===== src/rtl/wdog_pkg.sv =====
package wdog_pkg;
  localparam int CNT_W  = 24;
  localparam int TICK_W = 8;
  localparam int DOM_N  = 17;
  localparam int DATA_W = 32;
  localparam int ADDR_W = 3;

  localparam logic [ADDR_W-1:0] A_CTRL   = 3'd0;
  localparam logic [ADDR_W-1:0] A_LOAD   = 3'd1;
  localparam logic [ADDR_W-1:0] A_TICK   = 3'd2;
  localparam logic [ADDR_W-1:0] A_DOMSEL = 3'd3;
  localparam logic [ADDR_W-1:0] A_REASON = 3'd4;

  localparam logic [DOM_N-1:0] DOMSEL_RST = {DOM_N{1'b1}};

  typedef struct packed {
    logic              tickEn;
    logic [TICK_W-1:0] tickCycles;
    logic              loadWr;
    logic [CNT_W-1:0]  loadVal;
    logic              countEn;
    logic              fire;
    logic [DOM_N-1:0]  domSel;
  } wdogStrb_t;
endpackage


===== src/rtl/wdog_datapath.sv =====
module wdog_datapath
  import wdog_pkg::*;
#(
  parameter int PULSE_LEN = 4
) (
  input  logic             clk,
  input  logic             rstN,
  input  wdogStrb_t        strb,
  output logic [CNT_W-1:0] count,
  output logic             cntZero,
  output logic [DOM_N-1:0] domainRst
);
  localparam int PULSE_W = $clog2(PULSE_LEN + 1);

  logic [TICK_W-1:0]  tickCnt;
  logic               tick;
  logic [PULSE_W-1:0] pulseCnt;
  logic [DOM_N-1:0]   heldMask;

  // prescaler: a one-cycle tick every tickCycles reference cycles
  assign tick = strb.tickEn && (strb.tickCycles != '0) &&
                (tickCnt == strb.tickCycles - 1'b1);

  always_ff @(posedge clk or negedge rstN) begin
    if (!rstN) begin
      tickCnt <= '0;
    end else if (!strb.tickEn || tick) begin
      tickCnt <= '0;
    end else if (strb.tickCycles != '0) begin
      tickCnt <= tickCnt + 1'b1;
    end
  end

  // down-counter, saturates at zero
  always_ff @(posedge clk or negedge rstN) begin
    if (!rstN) begin
      count <= '0;
    end else if (strb.loadWr) begin
      count <= strb.loadVal;
    end else if (strb.countEn && tick && count != '0) begin
      count <= count - 1'b1;
    end
  end

  assign cntZero = (count == '0);

  // reset pulse shaper
  always_ff @(posedge clk or negedge rstN) begin
    if (!rstN) begin
      pulseCnt <= '0;
      heldMask <= '0;
    end else if (strb.fire) begin
      pulseCnt <= PULSE_W'(PULSE_LEN);
      heldMask <= strb.domSel;
    end else if (pulseCnt != '0) begin
      pulseCnt <= pulseCnt - 1'b1;
    end
  end

  for (genvar d = 0; d < DOM_N; d++) begin : g_dom
    assign domainRst[d] = heldMask[d] && (pulseCnt != '0);
  end

  a_r4_pulse_mask: assert property (@(posedge clk) disable iff (!rstN)
    strb.fire |=> domainRst == $past(strb.domSel));

  a_r3_step: assert property (@(posedge clk) disable iff (!rstN)
    !strb.loadWr |=> (count == $past(count)) || (count == $past(count) - 24'd1));

  a_r5_hold: assert property (@(posedge clk) disable iff (!rstN)
    (!strb.countEn && !strb.loadWr) |=> $stable(count));

  a_r8_stay_zero: assert property (@(posedge clk) disable iff (!rstN)
    (count == '0 && !strb.loadWr) |=> count == '0);

  a_r12_no_tick: assert property (@(posedge clk) disable iff (!rstN)
    (strb.tickCycles == '0) |-> !tick);
endmodule


===== src/rtl/wdog_control.sv =====
module wdog_control
  import wdog_pkg::*;
(
  input  logic              clk,
  input  logic              rstN,
  input  logic [ADDR_W-1:0] busAddr,
  input  logic              busWe,
  input  logic [DATA_W-1:0] busWdata,
  output logic [DATA_W-1:0] busRdata,
  input  logic              dbgHalt0,
  input  logic              dbgHalt1,
  input  logic              jtagActive,
  input  logic [CNT_W-1:0]  count,
  input  logic              cntZero,
  output wdogStrb_t         strb
);
  logic              enable;
  logic [2:0]        pauseSel;
  logic              tickEn;
  logic [TICK_W-1:0] tickCycles;
  logic [DOM_N-1:0]  domSel;
  logic [1:0]        reason;

  logic ctrlWr, loadWr, tickWr, domWr, reasonWr, trigWr, timeoutHit, fire;
  logic [2:0] haltIn, pauseHit;

  assign ctrlWr   = busWe && busAddr == A_CTRL;
  assign loadWr   = busWe && busAddr == A_LOAD;
  assign tickWr   = busWe && busAddr == A_TICK;
  assign domWr    = busWe && busAddr == A_DOMSEL;
  assign reasonWr = busWe && busAddr == A_REASON;
  assign trigWr   = ctrlWr && busWdata[4];

  assign haltIn = {jtagActive, dbgHalt1, dbgHalt0};
  for (genvar p = 0; p < 3; p++) begin : g_pause
    assign pauseHit[p] = pauseSel[p] && haltIn[p];
  end

  assign timeoutHit = enable && cntZero && !loadWr;
  assign fire       = trigWr || timeoutHit;

  always_ff @(posedge clk or negedge rstN) begin
    if (!rstN) begin
      enable     <= 1'b0;
      pauseSel   <= '0;
      tickEn     <= 1'b0;
      tickCycles <= '0;
      domSel     <= DOMSEL_RST;
      reason     <= '0;
    end else begin
      if (fire)        enable <= 1'b0;
      else if (ctrlWr) enable <= busWdata[0];
      if (ctrlWr) pauseSel <= busWdata[3:1];
      if (tickWr) begin
        tickCycles <= busWdata[TICK_W-1:0];
        tickEn     <= busWdata[TICK_W];
      end
      if (domWr) domSel <= busWdata[DOM_N-1:0];
      if (fire)          reason <= trigWr ? 2'b10 : 2'b01;
      else if (reasonWr) reason <= reason & ~busWdata[1:0];
    end
  end

  always_comb begin
    strb            = '0;
    strb.tickEn     = tickEn;
    strb.tickCycles = tickCycles;
    strb.loadWr     = loadWr;
    strb.loadVal    = busWdata[CNT_W-1:0];
    strb.countEn    = enable && (pauseHit == '0);
    strb.fire       = fire;
    strb.domSel     = domSel;
  end

  always_comb begin
    busRdata = '0;
    case (busAddr)
      A_CTRL:   busRdata[3:0] = {pauseSel, enable};
      A_LOAD:   busRdata[CNT_W-1:0] = count;
      A_TICK:   busRdata[TICK_W:0] = {tickEn, tickCycles};
      A_DOMSEL: busRdata[DOM_N-1:0] = domSel;
      A_REASON: busRdata[1:0] = reason;
      default:  busRdata = '0;
    endcase
  end

  a_r7_trigger: assert property (@(posedge clk) disable iff (!rstN)
    trigWr |=> !enable && reason == 2'b10);

  a_r8_disable: assert property (@(posedge clk) disable iff (!rstN)
    timeoutHit |=> !enable && reason == 2'b01);

  a_r9_sticky: assert property (@(posedge clk) disable iff (!rstN)
    (!fire && !reasonWr) |=> $stable(reason));
endmodule


===== src/rtl/wdog_top.sv =====
module wdog_top
  import wdog_pkg::*;
#(
  parameter int PULSE_LEN = 4
) (
  input  logic              clk,
  input  logic              rstN,
  input  logic [ADDR_W-1:0] busAddr,
  input  logic              busWe,
  input  logic [DATA_W-1:0] busWdata,
  output logic [DATA_W-1:0] busRdata,
  input  logic              dbgHalt0,
  input  logic              dbgHalt1,
  input  logic              jtagActive,
  output logic [DOM_N-1:0]  domainRst
);
  wdogStrb_t        strb;
  logic [CNT_W-1:0] count;
  logic             cntZero;

  wdog_control u_control (
    .clk(clk), .rstN(rstN), .busAddr(busAddr), .busWe(busWe),
    .busWdata(busWdata), .busRdata(busRdata), .dbgHalt0(dbgHalt0),
    .dbgHalt1(dbgHalt1), .jtagActive(jtagActive), .count(count),
    .cntZero(cntZero), .strb(strb)
  );

  wdog_datapath #(.PULSE_LEN(PULSE_LEN)) u_datapath (
    .clk(clk), .rstN(rstN), .strb(strb), .count(count),
    .cntZero(cntZero), .domainRst(domainRst)
  );
endmodule


===== config.mk =====
export PLATFORM = sky130hd
export DESIGN_NAME = wdog_top
export DESIGN_NICKNAME = d
export VERILOG_FILES = /design/src/rtl/wdog_pkg.sv /design/src/rtl/wdog_datapath.sv /design/src/rtl/wdog_control.sv /design/src/rtl/wdog_top.sv
export SDC_FILE = /design/constraint.sdc
export NUM_CORES = 1
export LEC_CHECK = 0
export CORE_AREA = 2 2 125 127
export CTS_CLUSTER_SIZE = 25
export DETAILED_ROUTE_END_ITERATION = 10
export DIE_AREA = 0 0 127 129
export PLACE_DENSITY = 0.65
export SLEW_MARGIN = 5
export SYNTH_ARGS = -nofsm -noshare
export SYNTH_HDL_FRONTEND = slang
export SYNTH_HIERARCHICAL = 1
export SYNTH_SLANG_ARGS = --single-unit
export TNS_END_PERCENT = 5

===== constraint.sdc =====
create_clock -name clk -period 3.8 [get_ports clk]
set_clock_uncertainty 0.15 [all_clocks]
set_input_delay 0.76 -clock clk [delete_from_list [all_inputs] [get_ports clk]]
set_output_delay 0.76 -clock clk [all_outputs]
set_load 0.05 [all_outputs]

* Word-level counts from Yosys, hierarchy flattened
Index checks and enable logic that the tools add are counted.
** Word-level totals
- Flip-flop bits (word level) :: 84
- Latch bits :: 0
- Bits in writable memories :: 0
- ROM bits :: 0
- Input bits :: 41
- Output and inout bits :: 49
- Logic and storage cells :: 85
- Memories kept :: 0
** Cells by class
- Add/subtract/negate cells :: 4
- $mul :: 0
- Div/mod/pow operators :: 0
- Magnitude comparators :: 0
- Eq/ne operators :: 5
- Shifts and indexed selects :: 0
- Muxes and demuxes :: 16
- Bitwise logic cells :: 2
- Reductions and logical operators :: 48
** Operators by type and width (number)
- 24-bit 2-to-1 mux :: 2
- 1-bit logical AND :: 33
- 24-bit logical NOT :: 1
- 24-bit nonzero test :: 1
- 24-bit by 1-bit subtractor with 24-bit output, second input constant :: 1
- 8-bit 2-to-1 mux :: 2
- 8-bit one-hot mux with 2 select lines :: 1
- 5-bit one-hot mux with 3 select lines :: 1
- 2-bit one-hot mux with 5 select lines :: 1
- 2-bit nonzero test :: 5
- 8-bit by 1-bit adder with 8-bit output, second input constant :: 1
- 8-bit equality test :: 1
- 2-bit one-hot mux with 4 select lines :: 1
- 8-bit nonzero test :: 1
- 8-bit by 1-bit subtractor with 8-bit output, second input constant :: 1
- 7-bit 2-to-1 mux :: 1
- 3-bit by 2-bit equality test with 1-bit output, second input constant :: 2
- 3-bit logical NOT :: 2
- 2-bit 2-to-1 mux :: 3
- 3-bit 2-to-1 mux :: 2
- 3-bit by 1-bit equality test with 1-bit output, second input constant :: 1
- 3-bit equality test, second input constant :: 1
- 3-bit nonzero test :: 1
- 3-bit by 1-bit subtractor with 3-bit output, second input constant :: 1
- 5 further kinds :: 8

* Logic depth before layout (Yosys ltp)
- Depth in word-level cells :: 7
- Depth in mapped cells :: 14

* Hierarchy
The synthesis kept the hierarchy.
** By module, submodules not included
- wdog_datapath :: times used 1, cells each 329, area each 3089.2 um^2, sequential area each 1301.2 um^2
- wdog_control :: times used 1, cells each 187, area each 2112.0 um^2, sequential area each 822.0 um^2

* Worst setup path after synthesis
Ideal clock, no wire load.
- Path type :: flip-flop to flip-flop
- Start point :: register u_datapath.count[21]
- End point :: register u_datapath.heldMask[0]
- Arrival time :: 2904 ps
- Data required time :: 3525 ps
- Setup slack :: 621 ps
- Stages on the path, launching flop included :: 12
- Path buffers :: 3
- Cell sequence :: dfrtp_1 or4_1 nor3_1 nand2_1 inv_1 clkbuf_1 nand2_1 a21o_1 nand2_1 buf_4 clkbuf_1 mux2_2
** Between the ends
- Word-level cells in the longest chain between the ends :: 4
** Ends and longest elaborated chain
- from (decl) :: line wdog_datapath.sv:9 : output logic [CNT_W-1:0] count,
- from (signal assigned) :: line wdog_datapath.sv:39 : count <= strb.loadVal;
- from (signal assigned) :: line wdog_datapath.sv:41 : count <= count - 1'b1;
- 24-bit logical NOT :: line wdog_datapath.sv:45 : assign cntZero = (count == '0);
- via cntZero :: line wdog_top.sv:19 : logic cntZero;
- 1-bit logical AND (2 in series) :: line wdog_control.sv:39 : assign timeoutHit = enable && cntZero && !loadWr;
- 1-bit logical OR :: line wdog_control.sv:40 : assign fire = trigWr || timeoutHit;
- via u_control.fire :: line wdog_control.sv:24 : logic ctrlWr, loadWr, tickWr, domWr, reasonWr, trigWr, timeoutHit, fire;
- to (signal assigned) :: line wdog_datapath.sv:54 : heldMask <= strb.domSel;
- to (decl) :: line wdog_datapath.sv:18 : logic [DOM_N-1:0] heldMask;
The timed path passes the listed nets, and every way through them passes these cells.
A chain may end at the register's enable or synchronous reset.

* Final worst setup path
- Start point :: register u_datapath.pulseCnt[0]
- End point :: output domainRst[2]
** Between the ends
- Word-level cells in the longest chain between the ends :: 2
** Ends and longest elaborated chain
- from (decl) :: line wdog_datapath.sv:17 : logic [PULSE_W-1:0] pulseCnt;
- from (signal assigned) :: line wdog_datapath.sv:53 : pulseCnt <= PULSE_W'(PULSE_LEN);
- from (signal assigned) :: line wdog_datapath.sv:56 : pulseCnt <= pulseCnt - 1'b1;
- 3-bit nonzero test :: line wdog_datapath.sv:61 : assign domainRst[d] = heldMask[d] && (pulseCnt != '0);
- 1-bit logical AND :: line wdog_datapath.sv:61
- to (decl) :: line wdog_top.sv:15 : output logic [DOM_N-1:0] domainRst
Every way passes these cells.

==> flow_summary.json <==
{
  "outcome": "completed",
  "synth.avg_cell_area_um2": 10.1,
  "clockBufferDepth": 2,
  "cp-end-kind": "primary output",
  "drc": 0,
  "cts_post_setup_buffers_inserted": 0,
  "grt_pass1_vias": 4006,
  "rrSetupSlack_ns": 0.54,
  "ys_seq_area_frac": 0.408,
  "design_area_um2": 6420,
  "postCtsHoldBufs": 0,
  "fin_tns_setup_ns": 0,
  "grt_pass1_wl_mm": 20.8,
  "slowest_stage": "clkdlybuf4s50_1",
  "synth_area_um2": 5200,
  "p_total_mw": 3.49,
  "wl_mm": 12.8,
  "io_buffer_count": 73,
  "num_io_pins": 90,
  "timing.hold.ws_ns": 0.329,
  "synth_ff_type": "dfrtp_1",
  "clock_latency_ns": 0.35,
  "yosysTopAreaCellShare": 0.322,
  "antenna_found_initial": 0,
  "max-vdd-ir-drop_mv": 0.238,
  "yosys-top-cells-count": "dfrtp_1 (67), mux2_2 (52), nor2_1 (44), buf_4 (38)",
  "synth-seq-cells": 84,
  "fin_crit_sh": 0.878,
  "leakage_nw": 2.57,
  "cp_num_cells": 5,
  "cp_max_fo": 20,
  "overflow": 0,
  "start_util": 0.347,
  "yosys_warnings": 6,
  "synth_area_leader_cell": "dfrtp_1",
  "ctsHtreeMaxLevel": 3,
  "cpPeakStageDelay_ns": 0.81,
  "drt.antenna.violating_nets": 0,
  "ctsResizeCount": 0,
  "crit_required_ns": 2.89,
  "yosysUniqueCellTypes": 60,
  "maxSlewViolCount": 0,
  "path_buf_inv": 2,
  "root_buffer": "clkbuf_16",
  "dieArea_um2": 16400,
  "cts_tree": "yes",
  "worstReg2RegEnd": "u_datapath/count[5]$_DFFE_PN0P_",
  "yosysMostFrequentCell": "dfrtp_1",
  "crit_end": "domainRst[2]",
  "cp.arrival_ns": 2.43,
  "placed_area_um2": 6120,
  "track_usage": 0.161,
  "vias_per_cell": 5.40,
  "wl_per_cell_um": 17.0,
  "cts.sinks": 84,
  "rsz0062_at_grt": "no",
  "worst-setup-path-type": "reg2out",
  "maxCapViolCount": 0,
  "fin_crit_ns": 3.34,
  "netlist_instances": 516,
  "grt_max_degree": 85,
  "die_y_um": 129,
  "postSynth.asyncResetShare": 1.00,
  "n_antenna_cell": 0,
  "slew_headroom": 0.289,
  "fp-row-count": 45,
  "hold_viol_final": 0,
  "setup_viol": 0,
  "n_fill_cell": 1430,
  "vias": 4053,
  "drive_gt1_frac": 0.243,
  "crit_family": "buffers and inverters",
  "power_density_nw_per_um2": 544,
  "min_path_type": "reg2reg",
  "gp_congestion": 0.911,
  "ff2ff_path_depth": 9,
  "startpoint": "u_datapath/pulseCnt[0]$_DFFE_PN0P_",
  "firstDrtPassIters": 6,
  "die_w_um": 127,
  "max_clock_freq_ghz": 0.300,
  "nNetsFinal": 605,
  "path_cells": "inv_1 > ha_1 > nand2b_1 > and2_1 > clkdlybuf4s50_1",
  "core-area_um2": 15000,
  "r2r_start": "u_control/tickCycles[0]$_DFFE_PN0P_",
  "drtIter0Drc": 284,
  "synth_edf_count": 0,
  "synth.area.top_cells": "dfrtp_1 (32%), mux2_2 (11%), dfstp_2 (8.6%), buf_4 (5.5%), nor2_1 (3.2%)",
  "hpwlAfterDp_mm": 9.42,
  "cp-start-kind": "flip-flop",
  "worstMarginPinSlew_ns": 1.07,
  "clk_pin_slew_ns": 0.06,
  "numCtsBuffers": 9,
  "area_growth_pct": 23.5
}
-- cell families (layout without fill, tap and decap cells) --
kind of cell / count (synthesis) / after routing / share of synthesized area
xor+xnor: 16 / 16 / 0.0269
simple gates: 194 / 194 / 0.211
flops: 84 / 84 / 0.408
compound gates: 76 / 76 / 0.109
buf+inv: 75 / 115 / 0.0883
fa+ha+maj: 6 / 6 / 0.0144
other cells: 1 / 8 / 0.000721
mux: 64 / 64 / 0.140
-- routing by layer --
layer,routed length [um],vias to the layer above,track usage
met2,6320,135,0.270
met1,5520,1987,0.205
met5,0,-,0
met3,725,24,0.0403
li1,-,1907,-
met4,235,0,0.0562
-- flip-flops by register name, summed over array words and instances, names as in the netlist --
register,cells
u_control/domSel,17
u_datapath/count,24
u_control/tickCycles,8
u_control/tickEn,1
u_datapath/heldMask,17
u_control/enable,1
u_control/reason,2
u_datapath/pulseCnt,3
u_control/pauseSel,3
u_datapath/tickCnt,8
-- layout by cell type, fill, tap and decap left out, types with 9 or more instances in the layout --
cell type,count
or4_1,10
nand2_1,26
a22oi_1,11
and2_1,26
mux2i_1,10
or3_1,10
clkbuf_16,9
buf_4,14
buf_12,24
nand4_1,12
xor2_1,9
dfrtp_1,67
clkdlybuf4s50_1,48
mux2_2,52
nor2_1,44
o31ai_1,14
a31oi_1,13
nand3_1,19
inv_1,13
dfstp_2,17
-- how the worst min path moves through the flow --
stage / from / endpoint / slack (ns) / cells past startpoint
6_report: u_datapath/pulseCnt[2]$_DFFE_PN0P_ / u_datapath/pulseCnt[2]$_DFFE_PN0P_ / 0.33 / 1
2_1_floorplan: u_datapath/pulseCnt[2]$_DFFE_PN0P_ / u_datapath/pulseCnt[2]$_DFFE_PN0P_ / 0.29 / 1
5_1_grt: u_datapath/pulseCnt[2]$_DFFE_PN0P_ / u_datapath/pulseCnt[2]$_DFFE_PN0P_ / 0.35 / 1
4_1_cts: u_datapath/pulseCnt[2]$_DFFE_PN0P_ / u_datapath/pulseCnt[2]$_DFFE_PN0P_ / 0.33 / 1
3_5_place_dp: u_datapath/pulseCnt[2]$_DFFE_PN0P_ / u_datapath/pulseCnt[2]$_DFFE_PN0P_ / 0.32 / 1
3_3_place_gp: u_datapath/pulseCnt[2]$_DFFE_PN0P_ / u_datapath/pulseCnt[2]$_DFFE_PN0P_ / 0.31 / 1
-- final cells by class --
| type | instances | area (um^2) | share of cell area |
|---|---|---|---|
| Timing Repair Buffer | 86 | 1070 | 0.166 |
| Clock inverter | 5 | 60.1 | 0.00935 |
| Multi-Input combinational cell | 364 | 2650 | 0.412 |
| Inverter | 13 | 48.8 | 0.00760 |
| Tap cell | 188 | 235 | 0.0366 |
| Sequential cell | 84 | 2120 | 0.331 |
| Clock buffer | 11 | 243 | 0.0378 |
-- where the power goes --
group / total [mW] / switching, mW / internal, mW
logic: 1.27 / 0.717 / 0.556
clock network: 0.893 / 0.364 / 0.529
registers: 1.32 / 0.200 / 1.12
total: 3.49 / 1.28 / 2.21
-- worst register-to-register path, cell delays in order, from the launching register on --
cell and delay [ns]:
dfrtp_1 0.45, inv_1 0.11, ha_1 0.24, nor3b_1 0.41, nand3_1 0.20, a2111oi_4 0.51, nand4_1 0.20, buf_4 0.22
or4_1 0.48, a31oi_1 0.22
-- stage by stage --
step / instances / setup slack (ns) / utilization
after floorplan: 523 / 0.621 / -
after global placement: 735 / 0.475 / 0.409
after detailed placement: 735 / 0.442 / 0.409
after CTS: 751 / 0.404 / 0.429
after global routing: 751 / 0.289 / 0.429
final: 751 / 0.462 / 0.429
Note: power is estimated with default switching activity, not from simulation.
